`config.mk`:
```
export PLATFORM = sky130hd
export DESIGN_NAME = sdrb_burst_seq
export DESIGN_NICKNAME = d
export VERILOG_FILES = /design/src/rtl/sdrb_pkg.sv /design/src/rtl/sdrb_cmd_stage.sv /design/src/rtl/sdrb_rd_pipe.sv /design/src/rtl/sdrb_bank.sv /design/src/rtl/sdrb_burst_seq.sv
export SDC_FILE = /design/constraint.sdc
export NUM_CORES = 1
export LEC_CHECK = 0
export BUFFER_PORTS_ARGS = -buffer_cell sky130_fd_sc_hd__clkbuf_2
export CORE_ASPECT_RATIO = 0.75
export CORE_UTILIZATION = 37
export DETAILED_ROUTE_END_ITERATION = 7
export SETUP_SLACK_MARGIN = 0.2
export SLEW_MARGIN = 20
export SYNTH_ARGS = -nofsm -noshare
export SYNTH_HDL_FRONTEND = slang
export SYNTH_SLANG_ARGS = --single-unit
```
`constraint.sdc`:
```
create_clock -name clk -period 2.5 [get_ports clk]
set_input_delay 0.125 -clock clk [delete_from_list [all_inputs] [get_ports clk]]
set_output_delay 0.125 -clock clk [all_outputs]
set_load 0.005 [all_outputs]
```
`src/rtl/sdrb_pkg.sv`:
```
package sdrb_pkg;

    localparam int BANK_W = 2;

    typedef enum logic [2:0] {
        BK_IDLE,
        BK_READ,
        BK_WRITE,
        BK_PEND,
        BK_PRE
    } bank_st_e;

    typedef struct packed {
        logic              vld;
        logic              wr;
        logic              ap;
        logic [BANK_W-1:0] bank;
    } cmd_t;

    typedef struct packed {
        logic              vld;
        logic [BANK_W-1:0] bank;
    } slot_t;

endpackage

```
`src/rtl/sdrb_cmd_stage.sv`:
```
module sdrb_cmd_stage
    import sdrb_pkg::*;
#(
    parameter int DEPTH = 2
) (
    input  logic clk,
    input  logic rst_n,
    input  cmd_t cmd_i,
    output cmd_t cmd_o,
    output logic wr_ahead_o
);

    cmd_t st_d [DEPTH];
    cmd_t st_q [DEPTH];

    always_comb begin
        st_d[0] = cmd_i;
        for (int i = 1; i < DEPTH; i++) begin
            st_d[i] = st_q[i-1];
        end
    end

    always_ff @(posedge clk or negedge rst_n) begin
        if (!rst_n) begin
            for (int i = 0; i < DEPTH; i++) begin
                st_q[i] <= '0;
            end
        end else begin
            for (int i = 0; i < DEPTH; i++) begin
                st_q[i] <= st_d[i];
            end
        end
    end

    always_comb begin
        wr_ahead_o = 1'b0;
        for (int i = 0; i < DEPTH; i++) begin
            if (st_q[i].vld && st_q[i].wr) begin
                wr_ahead_o = 1'b1;
            end
        end
    end

    assign cmd_o = st_q[DEPTH-1];

endmodule

```
`src/rtl/sdrb_rd_pipe.sv`:
```
module sdrb_rd_pipe
    import sdrb_pkg::*;
#(
    parameter int CL = 2
) (
    input  logic  clk,
    input  logic  rst_n,
    input  slot_t slot_i,
    input  logic  flush_i,
    output slot_t slot_o,
    output logic  busy_o
);

    slot_t line_d [CL];
    slot_t line_q [CL];

    always_comb begin
        for (int i = 0; i < CL; i++) begin
            if (flush_i) begin
                line_d[i] = '0;
            end else if (i == 0) begin
                line_d[i] = slot_i;
            end else begin
                line_d[i] = line_q[i-1];
            end
        end
    end

    always_ff @(posedge clk or negedge rst_n) begin
        if (!rst_n) begin
            for (int i = 0; i < CL; i++) begin
                line_q[i] <= '0;
            end
        end else begin
            for (int i = 0; i < CL; i++) begin
                line_q[i] <= line_d[i];
            end
        end
    end

    always_comb begin
        busy_o = 1'b0;
        for (int i = 0; i < CL; i++) begin
            busy_o = busy_o | line_q[i].vld;
        end
    end

    assign slot_o = line_q[CL-1];

endmodule

```
`src/rtl/sdrb_bank.sv`:
```
module sdrb_bank
    import sdrb_pkg::*;
#(
    parameter int IDX = 0,
    parameter int BL  = 4,
    parameter int CL  = 2,
    parameter int TWR = 2,
    parameter int TRP = 3
) (
    input  logic     clk,
    input  logic     rst_n,
    input  cmd_t     cmd_i,
    input  logic     cmd_ok_i,
    output bank_st_e st_o,
    output logic     ap_o,
    output logic     rd_slot_o,
    output logic     wr_slot_o,
    output logic     pre_o
);

    localparam int CW    = (BL > 1) ? $clog2(BL) : 1;
    localparam int MAXT1 = (CL > TWR) ? CL : TWR;
    localparam int MAXT  = (MAXT1 > TRP) ? MAXT1 : TRP;
    localparam int TW    = $clog2(MAXT + 1);
    localparam logic [CW-1:0] LAST   = CW'(BL - 1);
    localparam logic [TW-1:0] CL_LD  = TW'(CL - 1);
    localparam logic [TW-1:0] TWR_LD = TW'(TWR - 1);
    localparam logic [TW-1:0] TRP_LD = TW'(TRP - 1);

    typedef struct packed {
        bank_st_e      st;
        logic          ap;
        logic [CW-1:0] cnt;
        logic [TW-1:0] tmr;
        logic          pre;
    } bk_t;

    bk_t  d, q;
    logic hit, other;

    always_comb begin
        d     = q;
        d.pre = 1'b0;
        hit   = cmd_ok_i && (cmd_i.bank == BANK_W'(IDX));
        other = cmd_ok_i && !hit;
        case (q.st)
            BK_IDLE: begin
                if (hit) begin
                    d.st  = cmd_i.wr ? BK_WRITE : BK_READ;
                    d.cnt = '0;
                    d.ap  = cmd_i.ap;
                end
            end
            BK_READ, BK_WRITE: begin
                if (hit) begin
                    d.st  = cmd_i.wr ? BK_WRITE : BK_READ;
                    d.cnt = '0;
                    d.ap  = cmd_i.ap;
                end else if (other) begin
                    if (!q.ap) begin
                        d.st = BK_IDLE;
                    end else if (q.st == BK_READ && cmd_i.wr) begin
                        d.st  = BK_PRE;
                        d.tmr = TRP_LD;
                        d.pre = 1'b1;
                    end else if (q.st == BK_READ) begin
                        d.st  = BK_PEND;
                        d.tmr = CL_LD;
                    end else begin
                        d.st  = BK_PEND;
                        d.tmr = TWR_LD;
                    end
                end else if (q.cnt == LAST) begin
                    if (!q.ap) begin
                        d.st = BK_IDLE;
                    end else if (q.st == BK_READ) begin
                        d.st  = BK_PRE;
                        d.tmr = TRP_LD;
                        d.pre = 1'b1;
                    end else begin
                        d.st  = BK_PEND;
                        d.tmr = TWR_LD;
                    end
                end else begin
                    d.cnt = q.cnt + 1'b1;
                end
            end
            BK_PEND: begin
                if (q.tmr == '0) begin
                    d.st  = BK_PRE;
                    d.tmr = TRP_LD;
                    d.pre = 1'b1;
                end else begin
                    d.tmr = q.tmr - 1'b1;
                end
            end
            BK_PRE: begin
                if (q.tmr == '0) begin
                    d.st = BK_IDLE;
                    d.ap = 1'b0;
                end else begin
                    d.tmr = q.tmr - 1'b1;
                end
            end
            default: d.st = BK_IDLE;
        endcase
    end

    always_ff @(posedge clk or negedge rst_n) begin
        if (!rst_n) begin
            q <= '{st: BK_IDLE, default: '0};
        end else begin
            q <= d;
        end
    end

    assign st_o      = q.st;
    assign ap_o      = q.ap;
    assign rd_slot_o = (q.st == BK_READ);
    assign wr_slot_o = (q.st == BK_WRITE);
    assign pre_o     = q.pre;

endmodule

```
`src/rtl/sdrb_burst_seq.sv`:
```
module sdrb_burst_seq
    import sdrb_pkg::*;
#(
    parameter int BL  = 4,
    parameter int CL  = 2,
    parameter int TWR = 2,
    parameter int TRP = 3
) (
    input  logic              clk,
    input  logic              rst_n,
    input  logic              cmd_valid,
    input  logic              cmd_write,
    input  logic [BANK_W-1:0] cmd_bank,
    input  logic              cmd_autopre,
    output logic              dq_drive,
    output logic [BANK_W-1:0] wr_bank,
    output logic              rd_valid,
    output logic [BANK_W-1:0] rd_bank,
    output logic              dqm,
    output logic [(1<<BANK_W)-1:0] pre_start,
    output logic [(1<<BANK_W)-1:0] bank_idle,
    output logic              cmd_err
);

    localparam int NUM_BANKS   = 1 << BANK_W;
    localparam int STAGE_DEPTH = 2;

    typedef struct packed {
        logic err;
    } top_t;

    cmd_t     cmd_in, cmd_s;
    logic     wr_ahead;
    bank_st_e bk_st [NUM_BANKS];
    logic [NUM_BANKS-1:0] bk_ap, bk_rd, bk_wr, bk_pre;
    logic     illegal, cmd_ok, flush;
    slot_t    rd_slot, wr_slot, rd_out;
    logic     pipe_busy, rd_active;
    top_t     t_d, t_q;

    assign cmd_in = '{vld: cmd_valid, wr: cmd_write, ap: cmd_autopre, bank: cmd_bank};

    sdrb_cmd_stage #(.DEPTH(STAGE_DEPTH)) u_stage (
        .clk        (clk),
        .rst_n      (rst_n),
        .cmd_i      (cmd_in),
        .cmd_o      (cmd_s),
        .wr_ahead_o (wr_ahead)
    );

    always_comb begin
        bank_st_e tgt;
        tgt     = bk_st[cmd_s.bank];
        illegal = cmd_s.vld &&
                  ((tgt == BK_PEND) || (tgt == BK_PRE) ||
                   (((tgt == BK_READ) || (tgt == BK_WRITE)) && bk_ap[cmd_s.bank]));
        cmd_ok  = cmd_s.vld && !illegal;
        flush   = cmd_ok && cmd_s.wr;
    end

    for (genvar b = 0; b < NUM_BANKS; b++) begin : g_bank
        sdrb_bank #(
            .IDX (b),
            .BL  (BL),
            .CL  (CL),
            .TWR (TWR),
            .TRP (TRP)
        ) u_bank (
            .clk       (clk),
            .rst_n     (rst_n),
            .cmd_i     (cmd_s),
            .cmd_ok_i  (cmd_ok),
            .st_o      (bk_st[b]),
            .ap_o      (bk_ap[b]),
            .rd_slot_o (bk_rd[b]),
            .wr_slot_o (bk_wr[b]),
            .pre_o     (bk_pre[b])
        );
        assign bank_idle[b] = (bk_st[b] == BK_IDLE);
    end

    always_comb begin
        rd_slot = '0;
        wr_slot = '0;
        for (int b = 0; b < NUM_BANKS; b++) begin
            if (bk_rd[b]) begin
                rd_slot.vld  = 1'b1;
                rd_slot.bank = BANK_W'(b);
            end
            if (bk_wr[b]) begin
                wr_slot.vld  = 1'b1;
                wr_slot.bank = BANK_W'(b);
            end
        end
    end

    sdrb_rd_pipe #(.CL(CL)) u_rdpipe (
        .clk     (clk),
        .rst_n   (rst_n),
        .slot_i  (rd_slot),
        .flush_i (flush),
        .slot_o  (rd_out),
        .busy_o  (pipe_busy)
    );

    always_comb begin
        t_d.err = illegal;
    end

    always_ff @(posedge clk or negedge rst_n) begin
        if (!rst_n) begin
            t_q <= '0;
        end else begin
            t_q <= t_d;
        end
    end

    assign rd_active = rd_slot.vld || pipe_busy;
    assign dqm       = rd_active && wr_ahead;
    assign dq_drive  = wr_slot.vld;
    assign wr_bank   = wr_slot.bank;
    assign rd_valid  = rd_out.vld;
    assign rd_bank   = rd_out.bank;
    assign pre_start = bk_pre;
    assign cmd_err   = t_q.err;

endmodule

```
* Word level (Yosys, flattened, before mapping) *
Index checks and enable logic that the tools add are counted.

cells by class
  magnitude comparators = 2
  bitwise operators = 2
  multiplexer cells = 142
  reduce and logical (&&, ||, !) cells = 69
  eq/ne operators = 71
  divide/modulo/power cells = 0
  shift-type cells = 0
  add/sub/neg operators = 8
  multiply operators = 0

operators by type and width
  kind                number
  $mux 3              64
  $mux 2              29
  $pmux 3 s4          4
  $reduce_and 4->1    12
  $ne 2x1->1 const B  20
  $eq 3x2->1 const B  10
  $mux 6              4
  $ne 3x2->1 const B  8
  $pmux 2 s3          4
  $reduce_bool 3->1   8
  $reduce_and 5->1    4
  $logic_and 1x1->1   19
  $mux 1              19
  $mux 4              4
  $ne 2x2->1 const B  8
  $ne 4x1->1 const B  4
  $pmux 2 s2          4
  $eq 3x1->1 const B  5
  $eq 3x3->1 const B  5
  $eq 2x2->1 const B  6
  $logic_not 3->1     4
  $ne 3x1->1 const B  4
  $pmux 1 s3          4
  $logic_not 2->1     5
  other kinds (14)    36

storage, ports and cells
  bits of input ports = 7
  ROM bits = 0
  flip-flop bits (word level) = 53
  RAM bits = 0
  bits in latches = 0
  memories = 0

* Logic depth before layout (Yosys ltp) *
Gate-level depths: netlist of the first run.

  word-level depth = 17
  depth in mapped cells = 8
  depth with buffers taken out = 6

* By module *
A second synthesis of the first run with hierarchy kept.

second synthesis, totals
  cell total of the unflattened synthesis = 369
  area total of the unflattened synthesis = 3,585.9 µm²

by module, submodules not included
  module                            area each (µm²)  times used  cells each
  sdrb_bank (g_bank[1].u_bank ...)  710.7            2           78
  sdrb_bank (g_bank[3].u_bank)      718.2            1           79
  sdrb_bank (g_bank[0].u_bank)      706.9            1           78
  sdrb_burst_seq                    264.0            1           29
  sdrb_cmd_stage                    259.0            1           11
  sdrb_rd_pipe                      216.5            1           16

* Worst setup path after synthesis of the first run *
No wires, ideal clock.

  path kind = reg-to-reg
  start point = register u_stage.st_q (netlist bit u_stage.cmd_o[1])
  end point = register g_bank[3].u_bank.q[1] in the netlist's numbering
  arrival = 2.597 ns
  slack = -0.222 ns
  cell stages (with the launch flop) = 9
  cell sequence = dfrtp_1 > buf_6 > mux4_2 > maj3_2 > a211oi_4 > buf_6 > nor2_1 > o41ai_4 > mux2_2

between the ends
  word-level cells in the longest chain between the ends = 17

RTL lines
  what                                             RTL line              RTL
  start: declaration                               sdrb_cmd_stage.sv:14  cmd_t st_q [DEPTH];
  start signal: indexed assignment                 sdrb_cmd_stage.sv:30  st_q[i] <= st_d[i];
  $not 2->3 (not written as such)                  sdrb_burst_seq.sv:53  tgt = bk_st[cmd_s.bank];
  $bmux 3 s2                                       sdrb_burst_seq.sv:53
  $mux 3 (not written as such) (2 in series)       sdrb_burst_seq.sv:53
  $eq 3x1->1 / $eq 3x2->1 (equally long branches)  sdrb_burst_seq.sv:56  (((tgt == BK_READ) || (tgt == BK_WRITE)) && bk_ap[cmd_s.bank]));
  $logic_or 1x1->1                                 sdrb_burst_seq.sv:56
  $logic_and 1x1->1                                sdrb_burst_seq.sv:56
  $logic_or 1x1->1                                 sdrb_burst_seq.sv:55  ((tgt == BK_PEND) || (tgt == BK_PRE) ||
  $logic_and 1x1->1                                sdrb_burst_seq.sv:54  illegal = cmd_s.vld &&
  $logic_not 1->1                                  sdrb_burst_seq.sv:57  cmd_ok = cmd_s.vld && !illegal;
  $logic_and 1x1->1                                sdrb_burst_seq.sv:57
  $logic_and 1x1->1                                sdrb_bank.sv:44       hit = cmd_ok_i && (cmd_i.bank == BANK_W'(IDX));
  $logic_not 1->1                                  sdrb_bank.sv:45       other = cmd_ok_i && !hit;
  $logic_and 1x1->1                                sdrb_bank.sv:45
  $mux 3                                           sdrb_bank.sv:59       end else if (other) begin
  $mux 3                                           sdrb_bank.sv:55       if (hit) begin
  $pmux 2 s3                                       sdrb_bank.sv:46       case (q.st)
  end signal: assignment                           sdrb_bank.sv:111      q <= '{st: BK_IDLE, default: '0};
  end signal: assignment                           sdrb_bank.sv:113      q <= d;
  end: declaration                                 sdrb_bank.sv:38       bk_t d, q;

Parallel ways exist; a longest one is shown, timed or not. The select of a mux whose other input is x is not followed.
A chain may end at the register's enable or synchronous reset.

* Worst setup path after layout of the first run *
Ends and elaborated chain as after synthesis.

==> results of run 1 <==
registers in the layout, summed over array words and instances (netlist names):
signal / cells
g_bank.u_bank.q: 16
u_stage.cmd_o: 5
u_rdpipe.slot_o: 3
cmd_err: 1
u_stage.st_d: 5
g_bank.u_bank.st_o: 12
g_bank.u_bank.ap_o: 4
u_rdpipe.line_q: 3
g_bank.u_bank.pre_o: 4
worst max path at each step:
stage	slack, ns	startpoint	endpoint
2_1_floorplan	-0.19	u_stage.cmd_o[1]	g_bank[3].u_bank.q[1]
3_3_place_gp	-0.15	u_stage.cmd_o[1]	g_bank[2].u_bank.st_o[0]
6_report	-0.15	u_stage.cmd_o[1]	g_bank[3].u_bank.q[1]
4_1_cts	-0.13	u_stage.cmd_o[1]	g_bank[1].u_bank.q[1]
3_5_place_dp	-0.22	u_stage.cmd_o[1]	g_bank[2].u_bank.st_o[1]
5_1_grt	-0.25	u_stage.cmd_o[1]	g_bank[1].u_bank.q[1]
layout by cell type (no fill, tap or decap), drive strengths merged, types with 11 or more instances in the layout:
cell | synthesis | final
a21oi | 21 | 21
buf | 11 | 58
clkbuf | 14 | 27
dfrtp | 53 | 53
ha | 12 | 12
inv | 18 | 18
mux2 | 19 | 19
nand2 | 33 | 33
nor2 | 40 | 40
nor3 | 11 | 11
o21ai | 23 | 23
logic make-up (layout without fill, tap and decap cells):
logic type	after synthesis	in the layout	share of synthesized area (%)
AO/OA/AOI/OAI	103	103	20.7
XOR/XNOR	3	3	0.753
adder cells (fa/ha/maj)	13	13	4.62
buffers and inverters	43	112	5.84
flip-flops	53	53	38.0
multiplexers	32	32	11.3
AND/OR/NAND/NOR	134	134	18.8
cell type report:
class | instances | area share [%]
Clock buffer | 5 | 2.70
Clock inverter | 3 | 1.40
Inverter | 18 | 1.46
Multi-Input combinational cell | 285 | 48.4
Sequential cell | 53 | 28.6
Tap cell | 128 | 3.45
Timing Repair Buffer | 86 | 13.9
Yosys cell counts (4+ instances only):
library cell   n
a21o_1         4
nor3_1        11
o211ai_1       8
a211o_1        5
nand3b_1       5
nand3_1       10
dfrtp_1       53
mux2i_1        9
nor2_1        40
clkbuf_1      14
o21ai_0       20
nor2b_1        7
a21oi_1       20
mux2_2        19
inv_1         18
nand2_1       33
mux4_2         4
ha_1          12
buf_4          7
nand2b_1       8
a31oi_1        9
and2_1         6
timing repair:
action                                  CTS  global route
gates resized for setup                  43            30
pin swaps                                19            19
cloned                                    2             0
hold buffers                              6             0
buffers inserted                          9             5
endpoints found under the hold margin    34             0
endpoints found under the setup margin   39            42
per-layer routing:
layer | track usage, % | routed length (µm) | part of all wire (%)
met1 | 28.4 | 4670 | 49
met2 | 31.5 | 4340 | 46
met3 | 3.46 | 344 | 3.6
met4 | 4.01 | 119 | 1.3
met5 | 0 | 0 | 0
through the flow:
| step | hold WS, ns | total power, mW | setup TNS (ns) | instances |
|---|---|---|---|---|
| after global placement | 0.234 | 4.34 | -1.55 | 548 |
| after detailed placement | 0.235 | 4.40 | -2.76 | 548 |
| after floorplan | -0.171 | 3.31 | -1.53 | 381 |
| after CTS | 0.353 | 5.70 | -1.65 | 573 |
| final | 0.351 | 6.00 | -2.30 | 578 |
| after global routing | 0.362 | 6.41 | -5.53 | 578 |
where the power goes:
| group | internal (mW) | total [mW] | switching, mW |
|---|---|---|---|
| clock | 0.573 | 0.901 | 0.328 |
| sequential | 1.14 | 1.31 | 0.168 |
| combinational | 1.79 | 3.79 | 2.00 |
==> summary.md, run 1 <==
| Metric | Value |
|---|---|
| Pins Over Slew Limit | 0 |
| Worst-Margin Slew | around 0.7 ns |
| Fin. Hold Viols | 0 |
| Initial cell density of the core | between 30% and 40% |
| Slowest-stage cell, CP | mux4_2 |
| Total wire length | 9480 µm |
| Number of flops mapped to enable cells by yosys | 0 |
| DRC Markers | 0 |
| Max VDD drop | between 0.6 and 0.7 mV |
| Number of global-route vias before repair | just over 3,000 |
| Flops & latches, synth | 53 |
| Crit-path max FO | 5 |
| Start point of the worst min-delay path | u_stage.st_d[0] |
| Layout cells sized above 1 | between 30% and 40% |
| WP buf/inv | 1 |
| Reg2reg setup slack | -0.15 ns |
| Synthesized area | roughly 3500 µm² |
| Min Tclk post-route | roughly 2.7 ns |
| Leakage | 2.06 nW |
| Nets | around 470 |
| Min-Delay Path Depth | 0 |
| Critical path launch point type | flip-flop |
| Post-Synthesis Cells | roughly 380 |
| Relative slew margins | approximately 53% |
| Hold EP | u_stage.cmd_o[0] |
| Die Wd | approximately 110 µm |
| CTS clk-pin slew, worst paths | approximately 0.07 ns |
| Final WS setup | -0.154 ns |
| RePlAce Congestion | 0.863 |
| CTS Buf Count | 5 |
| Cell variety after synth | 64 |
| Final Setup Violations | 28 |
| Clock sink count | 53 |
| Max H-tree Level | 2 |
| First-pass GRT wire length | about 15,000 µm |
| Antenna violations before repair | 0 |
| Main synth FF type | dfrtp_1 |
| Synth async-reset ratio | between 90% and 100% |
| Via count | ~3,200 |
| Die Y | ~86 µm |
| Port bufs | 22 |
| Clock tree buffer depth | 2 |
| Fin Clk Skew | 0.00571 ns |
| Setup Crit Path Kind | flip-flop to flip-flop |
| Reg-to-Reg Start | u_stage.cmd_o[1] |
| Syn nets | 400 |
| PwrDens | 1290 nW/µm² |
| ANT nets after route | 0 |
| HP Class | flip-flop to flip-flop |
| I/O pin count | 23 |
| Final Cycle Share | 106% |
| Vias per cell | about 5.5 |
| Worst Reg-to-Reg Cells | 7 |
| Fmax | approximately 380 MHz |
| Design area | around 4600 µm² |
| Core area | between 9000 and 10,000 µm² |
| Instance count on the critical path | 7 |
| Clock root cell | clkbuf_16 |
| Synth top area cells | dfrtp_1 (38%), mux2_2 (6.1%), ha_1 (4.3%) |
| Post-placement cell area | a little under 4000 µm² |
| Data arrival time at the worst-slack endpoint | roughly 2.8 ns |
| DR pass1 iterations | 4 |
| Seq/Total Area, Yosys | about 38% |
| Post-DP HPWL | 6210 µm |
| CTS tree | yes |
| Util after Layout | 50.9% |
| Outcome | complete, but fails checks |
| Overflow after GRT | 0 |
| Area occupied by multi-input gates | approximately 2200 µm² |
| Cell taking the most area after synthesis | dfrtp_1 |
| Cell row count | 30 |
| Fill count | ~850 |
| Mapped Avg Cell Area | just over 9 µm² |
| CP Capture Type | flip-flop |
| Worst path cell trace | mux4_2 -> maj3_2 -> a211oi_4 -> buf_6 -> nor2_4 -> o41ai_4 -> mux2_4 |
| Failing checks | negative setup slack |
| Register area | approximately 1300 µm² |
| Share of the synthesized area in the top cell type | 38.0% |
| Critical R2R Capture | g_bank[3].u_bank.q[1] |
| Post-DR wirelength/cell | between 15 and 20 µm |
| Number of diodes | 0 |
| GRT Total Usage | around a fifth |
| Largest net degree at the start of global routing | between 50 and 60 |
| Die Area | ~9800 µm² |
| CP peak stage delay | between 0.5 and 0.6 ns |
| Initial DRC Count | 157 |
| Yosys warns | 0 |
| MaxCap Viol Count | 0 |
| Cell class contributing the biggest share of worst-path delay | multiplexers |
| Required @ worst endpoint | 2.68 ns |
| Place WS | -0.216 ns |
| RSZ-0062 raised after global routing | yes |
| Worst skew pair latency | 0.30 ns |
| Area growth syn-to-layout | 32.9% |
(Power assumes the default switching activity.)
==> inputs of run 2 (changes only) <==
--- a/config.mk
+++ b/config.mk
@@ -6,9 +6,10 @@
 export NUM_CORES = 1
 export LEC_CHECK = 0
 export BUFFER_PORTS_ARGS = -buffer_cell sky130_fd_sc_hd__clkbuf_2
-export CORE_ASPECT_RATIO = 0.75
+export CAP_MARGIN = 20
 export CORE_UTILIZATION = 37
 export DETAILED_ROUTE_END_ITERATION = 7
+export PLACE_DENSITY = 0.52
 export SETUP_SLACK_MARGIN = 0.2
 export SLEW_MARGIN = 20
 export SYNTH_ARGS = -nofsm -noshare
==> run 2 against run 1 <==
Against the previous run: the run still ends with negative setup slack left; first-iteration DRC count up 1.3%; clock power down 45%; via count down 1.4%; routed wire length down 0.41%; sequential power about the same; sequential share of layout area up 0.99 points; flip-flop and latch count unchanged; die area about the same; maximum frequency down 0.16%; worst setup slack worse by 0.0043 ns; highest routed layer unchanged; power down 8.1%; utilization down 2.2 points.
==> summary.md, run 2 (synthesis results as in run 1) <==
| Metric | Value |
|---|---|
| Via count | 3,134 (-1.4%) |
| Worst skew pair latency | 0.31 ns (about the same) |
| Overflow after GRT | 0 (unchanged) |
| Final Setup Violations | 25 (-11%) |
| Cell class contributing the biggest share of worst-path delay | multiplexers |
| CTS clk-pin slew, worst paths | 0.10 ns (+0.03 ns) |
| Fin Clk Skew | 0.00435 ns (-0.00136 ns) |
| ANT nets after route | 0 (unchanged) |
| Failing checks | negative setup slack |
| Sw power | 2.40 mW (-3.7%) |
| Setup Crit Path Kind | flip-flop to flip-flop |
| GR peak layer | met2 |
| Total wire length | 9440 µm (-0.41%) |
| PwrDens | 1230 nW/µm² (-4.8%) |
| Initial cell density of the core | 38.0% (-0.31 points) |
| Max H-tree Level | 2 (unchanged) |
| Crit-path max FO | 5 (unchanged) |
| Grt met1 use | 27.4% (-0.99 points) |
| Pins Over Slew Limit | 0 (unchanged) |
| Leakage | 2.02 nW (-2.1%) |
| Fmax | 376 MHz (-0.16%) |
| Nets | 469 (+0.21%) |
| I/O pin count | 23 (unchanged) |
| Design area | 4480 µm² (-3.5%) |
| DR pass1 iterations | 4 (unchanged) |
| Number of diodes | 0 (unchanged) |
| Setup tns final | -2.24 ns (+0.0585 ns) |
| DRC Markers | 0 (unchanged) |
| Min Tclk post-route | 2.66 ns (+0.00433 ns) |
| Logic gate share of total power | 67.1% (+4.0 points) |
| Initial DRC Count | 159 (+1.3%) |
| Die Area | 9830 µm² (about the same) |
| Clock sink count | 53 (unchanged) |
| Met2 Track Usage GR | 33.6% (+2.1 points) |
| Final WS setup | -0.158 ns (-0.00433 ns) |
| Most frequent cells in the layout | dfrtp_1 (52), buf_4 (50), nor2_1 (38) |
| Clock tree buffer depth | 2 (unchanged) |
| Fin. Hold Viols | 0 (unchanged) |
| Sequential power share | 23.8% (+2.0 points) |
| CP peak stage delay | 0.54 ns (about the same) |
| Area growth syn-to-layout | 28.3% |
| Post-placement cell area | 3950 µm² (-0.16%) |
| Layout cells sized above 1 | 34.4% (-1.6 points) |
| WP buf/inv | 2 (+1) |
| Data arrival time at the worst-slack endpoint | 2.86 ns (+0.02 ns) |
| Commonest non-fill, non-tap cell in the layout | dfrtp_1 |
| Worst path cell trace | mux4_2 -> maj3_2 -> a211oi_4 -> buf_6 -> buf_6 -> o32ai_2 -> a21oi_2 -> mux2_4 |
| Die Y | 99.2 µm (+15%) |
| Fill count | 855 (+0.83%) |
| First-pass GRT wire length | 15,400 µm (+1.4%) |
| RePlAce Congestion | 0.832 (-3.7%) |
| Required @ worst endpoint | 2.70 ns (+0.02 ns) |
| CTS tree | yes |
| RSZ-0062 raised after global routing | yes |
| Met3 Use GR | 2.67% (-0.79 points) |
| Clock root cell | clkbuf_8 |
| Slowest-stage cell, CP | mux4_2 |
| HP Class | flip-flop to flip-flop |
| Vias per cell | 5.58 (+1.4%) |
| Port bufs | 22 (unchanged) |
| Post-DR wirelength/cell | 16.8 µm (+2.4%) |
| Die Wd | 99.2 µm (-13%) |
| Cell Int Power | 3.11 mW (-11%) |
| Most frequent CP cell | buf_6 |
| Reg with most FFs | g_bank.u_bank.q |
| Outcome | complete, but fails checks |
| Cell row count | 35 (+17%) |
| Largest register FFs | 16 (unchanged) |
| Antenna violations before repair | 0 (unchanged) |
| Final Cycle Share | 106% (+0.17 points) |
| Sw Ratio | 43.5% (+2.0 points) |
| CTS Buf Count | 5 (unchanged) |
| Number of global-route vias before repair | 3,103 (+1.8%) |
| MaxCap Viol Count | 0 (unchanged) |
| Clock power share | 9.0% (-6.0 points) |
| GRT Total Usage | 20.0% (+0.21 points) |
| CP Capture Type | flip-flop |
| Largest net degree at the start of global routing | 54 (unchanged) |
| Relative slew margins | 54.0% (+1.0 points) |
| Final Total Pwr | 5.51 mW (-8.1%) |
| Core area | 9200 µm² (+0.82%) |
| Max VDD drop | 0.523 mV (-18%) |
| Critical path launch point type | flip-flop |
| Worst-Margin Slew | 0.690 ns (-0.0129 ns) |
| Post-DP HPWL | 6440 µm (+3.7%) |
-- run 2: what timing repair did --
item,CTS,global route
buffers inserted,10,4
setup endpoints to repair,39,40
cloned,1,0
gates resized for setup,39,24
pin swaps,24,23
hold buffers,6,0
endpoints found under the hold margin,58,0
-- run 2: power groups by stage --
stage	Combinational, mW	Sequential, mW	Clock [mW]
2_1_floorplan	2.02	1.29	0
3_3_place_gp	3.06	1.32	0
3_5_place_dp	3.08	1.33	0
4_1_cts	3.47	1.31	0.515
5_1_grt	4.06	1.35	0.550
6_report	3.70	1.31	0.499
-- run 2: worst paths after layout --
kind,from,cells after the start,slack [ns],endpoint
worst min-delay path,u_stage.st_d[2],0,0.36,u_stage.cmd_o[2]
worst min register to register,u_stage.st_d[2],0,0.36,u_stage.cmd_o[2]
worst max-delay path,u_stage.cmd_o[1],8,-0.16,g_bank[0].u_bank.st_o[0]
worst max register to register,u_stage.cmd_o[1],8,-0.16,g_bank[0].u_bank.st_o[0]
min in group asynchronous,rst_n,3,0.47,g_bank[1].u_bank.q[2]
max in group asynchronous,rst_n,3,1.53,u_stage.cmd_o[1]
-- run 2: final cells by class --
type | count | area [µm²] | area share (%)
Multi-Input combinational cell | 285 | 2210 | 49.4
Clock inverter | 3 | 17.5 | 0.391
Timing Repair Buffer | 87 | 647 | 14.4
Inverter | 18 | 67.6 | 1.51
Tap cell | 111 | 139 | 3.10
Sequential cell | 53 | 1330 | 29.6
Clock buffer | 5 | 68.8 | 1.54
-- run 2: through the flow --
step	worst slack, ns	cells	hold WS [ns]	util [%]
final	-0.158	562	0.357	48.7
after global routing	-0.261	562	0.375	48.7
after CTS	-0.134	558	0.360	47.4
after detailed placement	-0.183	533	0.235	42.9
after global placement	-0.0854	533	0.233	42.9
after floorplan	-0.190	381	-0.171	-
-- run 2: worst register-to-register path, stage by stage (launching register included) --
cell      delay [ns]
dfrtp_2         0.43
mux4_2          0.55
maj3_2          0.35
a211oi_4        0.29
buf_6           0.18
buf_6           0.13
o32ai_2         0.08
a21oi_2         0.23
mux2_4          0.33
-- run 2: layer usage --
metal / up-vias / part of all wire [%] / wire length (µm)
li1: 1504 / - / -
met3: 10 / 4.4 / 417
met5: - / 0 / 0
met2: 82 / 48 / 4550
met1: 1538 / 46 / 4310
met4: 0 / 1.6 / 152
==> inputs of run 3 (changes only) <==
--- a/config.mk
+++ b/config.mk
@@ -7,9 +7,11 @@
 export LEC_CHECK = 0
 export BUFFER_PORTS_ARGS = -buffer_cell sky130_fd_sc_hd__clkbuf_2
 export CAP_MARGIN = 20
+export CELL_PAD_IN_SITES_DETAIL_PLACEMENT = 1
+export CELL_PAD_IN_SITES_GLOBAL_PLACEMENT = 1
 export CORE_UTILIZATION = 37
 export DETAILED_ROUTE_END_ITERATION = 7
-export PLACE_DENSITY = 0.52
+export PLACE_DENSITY_LB_ADDON = 0.1
 export SETUP_SLACK_MARGIN = 0.2
 export SLEW_MARGIN = 20
 export SYNTH_ARGS = -nofsm -noshare
==> constraint.sdc (replaced) <==
create_clock -name clk -period 2.5 [get_ports clk]
set_input_delay 0.125 -clock clk [delete_from_list [all_inputs] [get_ports clk]]
set_output_delay 0.125 -clock clk [all_outputs]
set_load 0.01 [all_outputs]
==> run 3 against run 2 <==
Against the previous run: flip-flop and latch count did not move; cell count rose by 1.4%; global-route usage up 2.9 points; clock power grew 12%; worst setup slack got worse by 0.039 ns; combinational power rose by 11%; sequential share of layout area is 1.2 points lower; highest routed layer unchanged; non-clock buffer count grew 8; hold slack hardly changed; first-iteration DRC count is 30% lower; utilization grew 2.1 points; the flow still finishes with violations (negative setup slack).
==> summary.md, run 3 (synthesis results as in run 1) <==
| Metric | Value |
|---|---|
| Commonest non-fill, non-tap cell in the layout | dfrtp_1 |
| Crit-path max FO | 6 (+1) |
| Max VDD drop | 0.447 mV (-14%) |
| Die Area | 9830 µm² (unchanged) |
| Leakage | 2.11 nW (+4.2%) |
| CP Capture Type | flip-flop |
| Metal-1 WL | 4570 µm (+6.0%) |
| Min Hold Slack | 0.357 ns (+0.0000790 ns) |
| Min Tclk post-route | 2.70 ns (+0.0389 ns) |
| Die Y | 99.2 µm (unchanged) |
| Slowest-stage cell, CP | mux4_2 |
| CP peak stage delay | 0.53 ns (about the same) |
| Critical R2R Capture | g_bank[0].u_bank.q[2] |
| GRT Total Usage | 22.9% (+2.9 points) |
| Antenna violations before repair | 0 (unchanged) |
| Setup Crit Path Kind | flip-flop to flip-flop |
| CTS tree | yes |
| Worst-Margin Slew | 0.683 ns (-0.00631 ns) |
| Fin. Hold Viols | 0 (unchanged) |
| Fmax | 371 MHz (-1.4%) |
| Final Setup Violations | 27 (+8.0%) |
| Design area | 4670 µm² (+4.2%) |
| Worst path cell trace | mux4_2 -> maj3_2 -> a211oi_4 -> buf_4 -> buf_8 -> buf_6 -> buf_6 -> mux2i_4 -> o21ai_2 -> mux2i_1 |
| CTS clk-pin slew, worst paths | 0.11 ns (about the same) |
| Max H-tree Level | 2 (unchanged) |
| Worst Reg-to-Reg Cells | 10 (+2) |
| MaxCap Viol Count | 0 (unchanged) |
| Reg2reg setup slack | -0.20 ns (-0.04 ns) |
| Layout cells sized above 1 | 37.7% (+3.3 points) |
| Start point of the worst min-delay path | u_stage.st_d[2] |
| Largest net degree at the start of global routing | 54 (unchanged) |
| Area growth syn-to-layout | 33.8% |
| Post-DP HPWL | 7160 µm (+11%) |
| Post-DR wirelength/cell | 18.4 µm (+9.5%) |
| Number of diodes | 0 (unchanged) |
| Largest register FFs | 16 (unchanged) |
| Worst skew pair latency | 0.32 ns (about the same) |
| Hold EP | u_stage.cmd_o[2] |
| Critical path launch point type | flip-flop |
| Clock sink count | 53 (unchanged) |
| Most frequent cells in the layout | dfrtp_1 (52), buf_4 (50), nor2_1 (37) |
| Cell row count | 35 (unchanged) |
| Most frequent CP cell | buf_6 |
| CTS Buf Count | 5 (unchanged) |
| Failing checks | negative setup slack |
| Number of global-route vias before repair | 3,430 (+11%) |
| Setup tns final | -3.19 ns (-0.946 ns) |
| Nets | 477 (+1.7%) |
| Final WS setup | -0.197 ns (-0.0389 ns) |
| Clock tree buffer depth | 2 (unchanged) |
| Port bufs | 22 (unchanged) |
| DR pass1 iterations | 4 (unchanged) |
| Initial DRC Count | 111 (-30%) |
| ANT nets after route | 0 (unchanged) |
| Reg with most FFs | g_bank.u_bank.q |
| Top Layer Used | met4 |
| Fill count | 1,036 (+21%) |
| Outcome | complete, but fails checks |
| PwrDens | 1280 nW/µm² (+4.1%) |
| Final Cycle Share | 108% (+1.6 points) |
| Initial cell density of the core | 38.0% (unchanged) |
| Util after Layout | 50.8% (+2.1 points) |
| Routed wl met2 | 5350 µm (+17%) |
| Total wire length | 10,500 µm (+11%) |
| Relative slew margins | 54.4% (+0.42 points) |
| Clock root cell | clkbuf_8 |
| Die Wd | 99.2 µm (unchanged) |
| Required @ worst endpoint | 2.71 ns (about the same) |
| RSZ-0062 raised after global routing | yes |
| Overflow after GRT | 0 (unchanged) |
| I/O pin count | 23 (unchanged) |
| Metal3 WL | 319 µm (-24%) |
| Via count | 3,169 (+1.1%) |
| Min-Delay Path Depth | 0 (unchanged) |
| Place WS | -0.206 ns (-0.0226 ns) |
| RePlAce Congestion | 0.852 (+2.5%) |
| Pins Over Slew Limit | 0 (unchanged) |
| First-pass GRT wire length | 17,500 µm (+14%) |
| Vias per cell | 5.56 (-0.30%) |
| DRC Markers | 0 (unchanged) |
| Post-placement cell area | 3960 µm² (+0.38%) |
| Reg-to-Reg Start | u_stage.cmd_o[1] |
| Core area | 9200 µm² (unchanged) |
| Data arrival time at the worst-slack endpoint | 2.91 ns (+0.05 ns) |
| HP Class | flip-flop to flip-flop |
| Fin Clk Skew | 0.0119 ns (+0.00756 ns) |
run 3: power by group:
| part | internal (mW) | total, mW | switching [mW] | leakage, nW |
|---|---|---|---|---|
| combinational | 1.98 | 4.11 | 2.13 | 1.37 |
| sequential | 1.14 | 1.32 | 0.178 | 0.681 |
| clock | 0.252 | 0.560 | 0.308 | 0.0542 |
| total | 3.37 | 5.98 | 2.62 | 2.11 |
run 3: layout make-up:
class,instances,area [µm²],share of cell area (%)
sequential,53,1330,28.4
multi-input combinational,285,2290,49.0
timing repair buffer,95,749,16.0
inverter,18,67.6,1.45
tap,111,139,2.97
clock inverter,1,5.00,0.107
clock buffer,7,96.3,2.06
run 3: timing repair:
item,in CTS,in global routing
hold buffers,6,0
hold endpoints to repair,58,0
pin swaps,22,20
buffers inserted,16,5
resized for setup,64,21
setup endpoints to repair,40,40
run 3: metrics by stage:
stage	total power [mW]	std cells
after floorplan	3.37	381
after global placement	4.50	535
after detailed placement	4.57	535
after CTS	5.74	565
after global routing	6.42	570
final	5.98	570
run 3: worst max-delay path, delay by kind of cell, from the launching register on:
family                     cells  cell delay [ns]
adders and majority gates      1             0.40
DFF                            1             0.43
muxes                          3             0.89
buffers and inverters          4             0.50
AOI/OAI and AO/OA              2             0.37
run 3: worst max path at each step:
stage,start,to,slack (ns),cells past startpoint
6_report,u_stage.cmd_o[1],g_bank[0].u_bank.q[2],-0.20,10
2_1_floorplan,u_stage.cmd_o[1],g_bank[3].u_bank.q[1],-0.19,8
3_3_place_gp,u_stage.cmd_o[1],g_bank[2].u_bank.st_o[1],-0.13,7
4_1_cts,u_stage.cmd_o[1],g_bank[3].u_bank.q[1],-0.17,8
5_1_grt,u_stage.cmd_o[1],g_bank[0].u_bank.q[1],-0.29,10
3_5_place_dp,u_stage.cmd_o[1],g_bank[3].u_bank.q[1],-0.21,7
run 3: metal layers:
layer,up-vias,global-route usage [%]
met4,0,7.47
li1,1523,-
met2,66,41.3
met5,-,0
met3,17,2.46
met1,1563,28.8
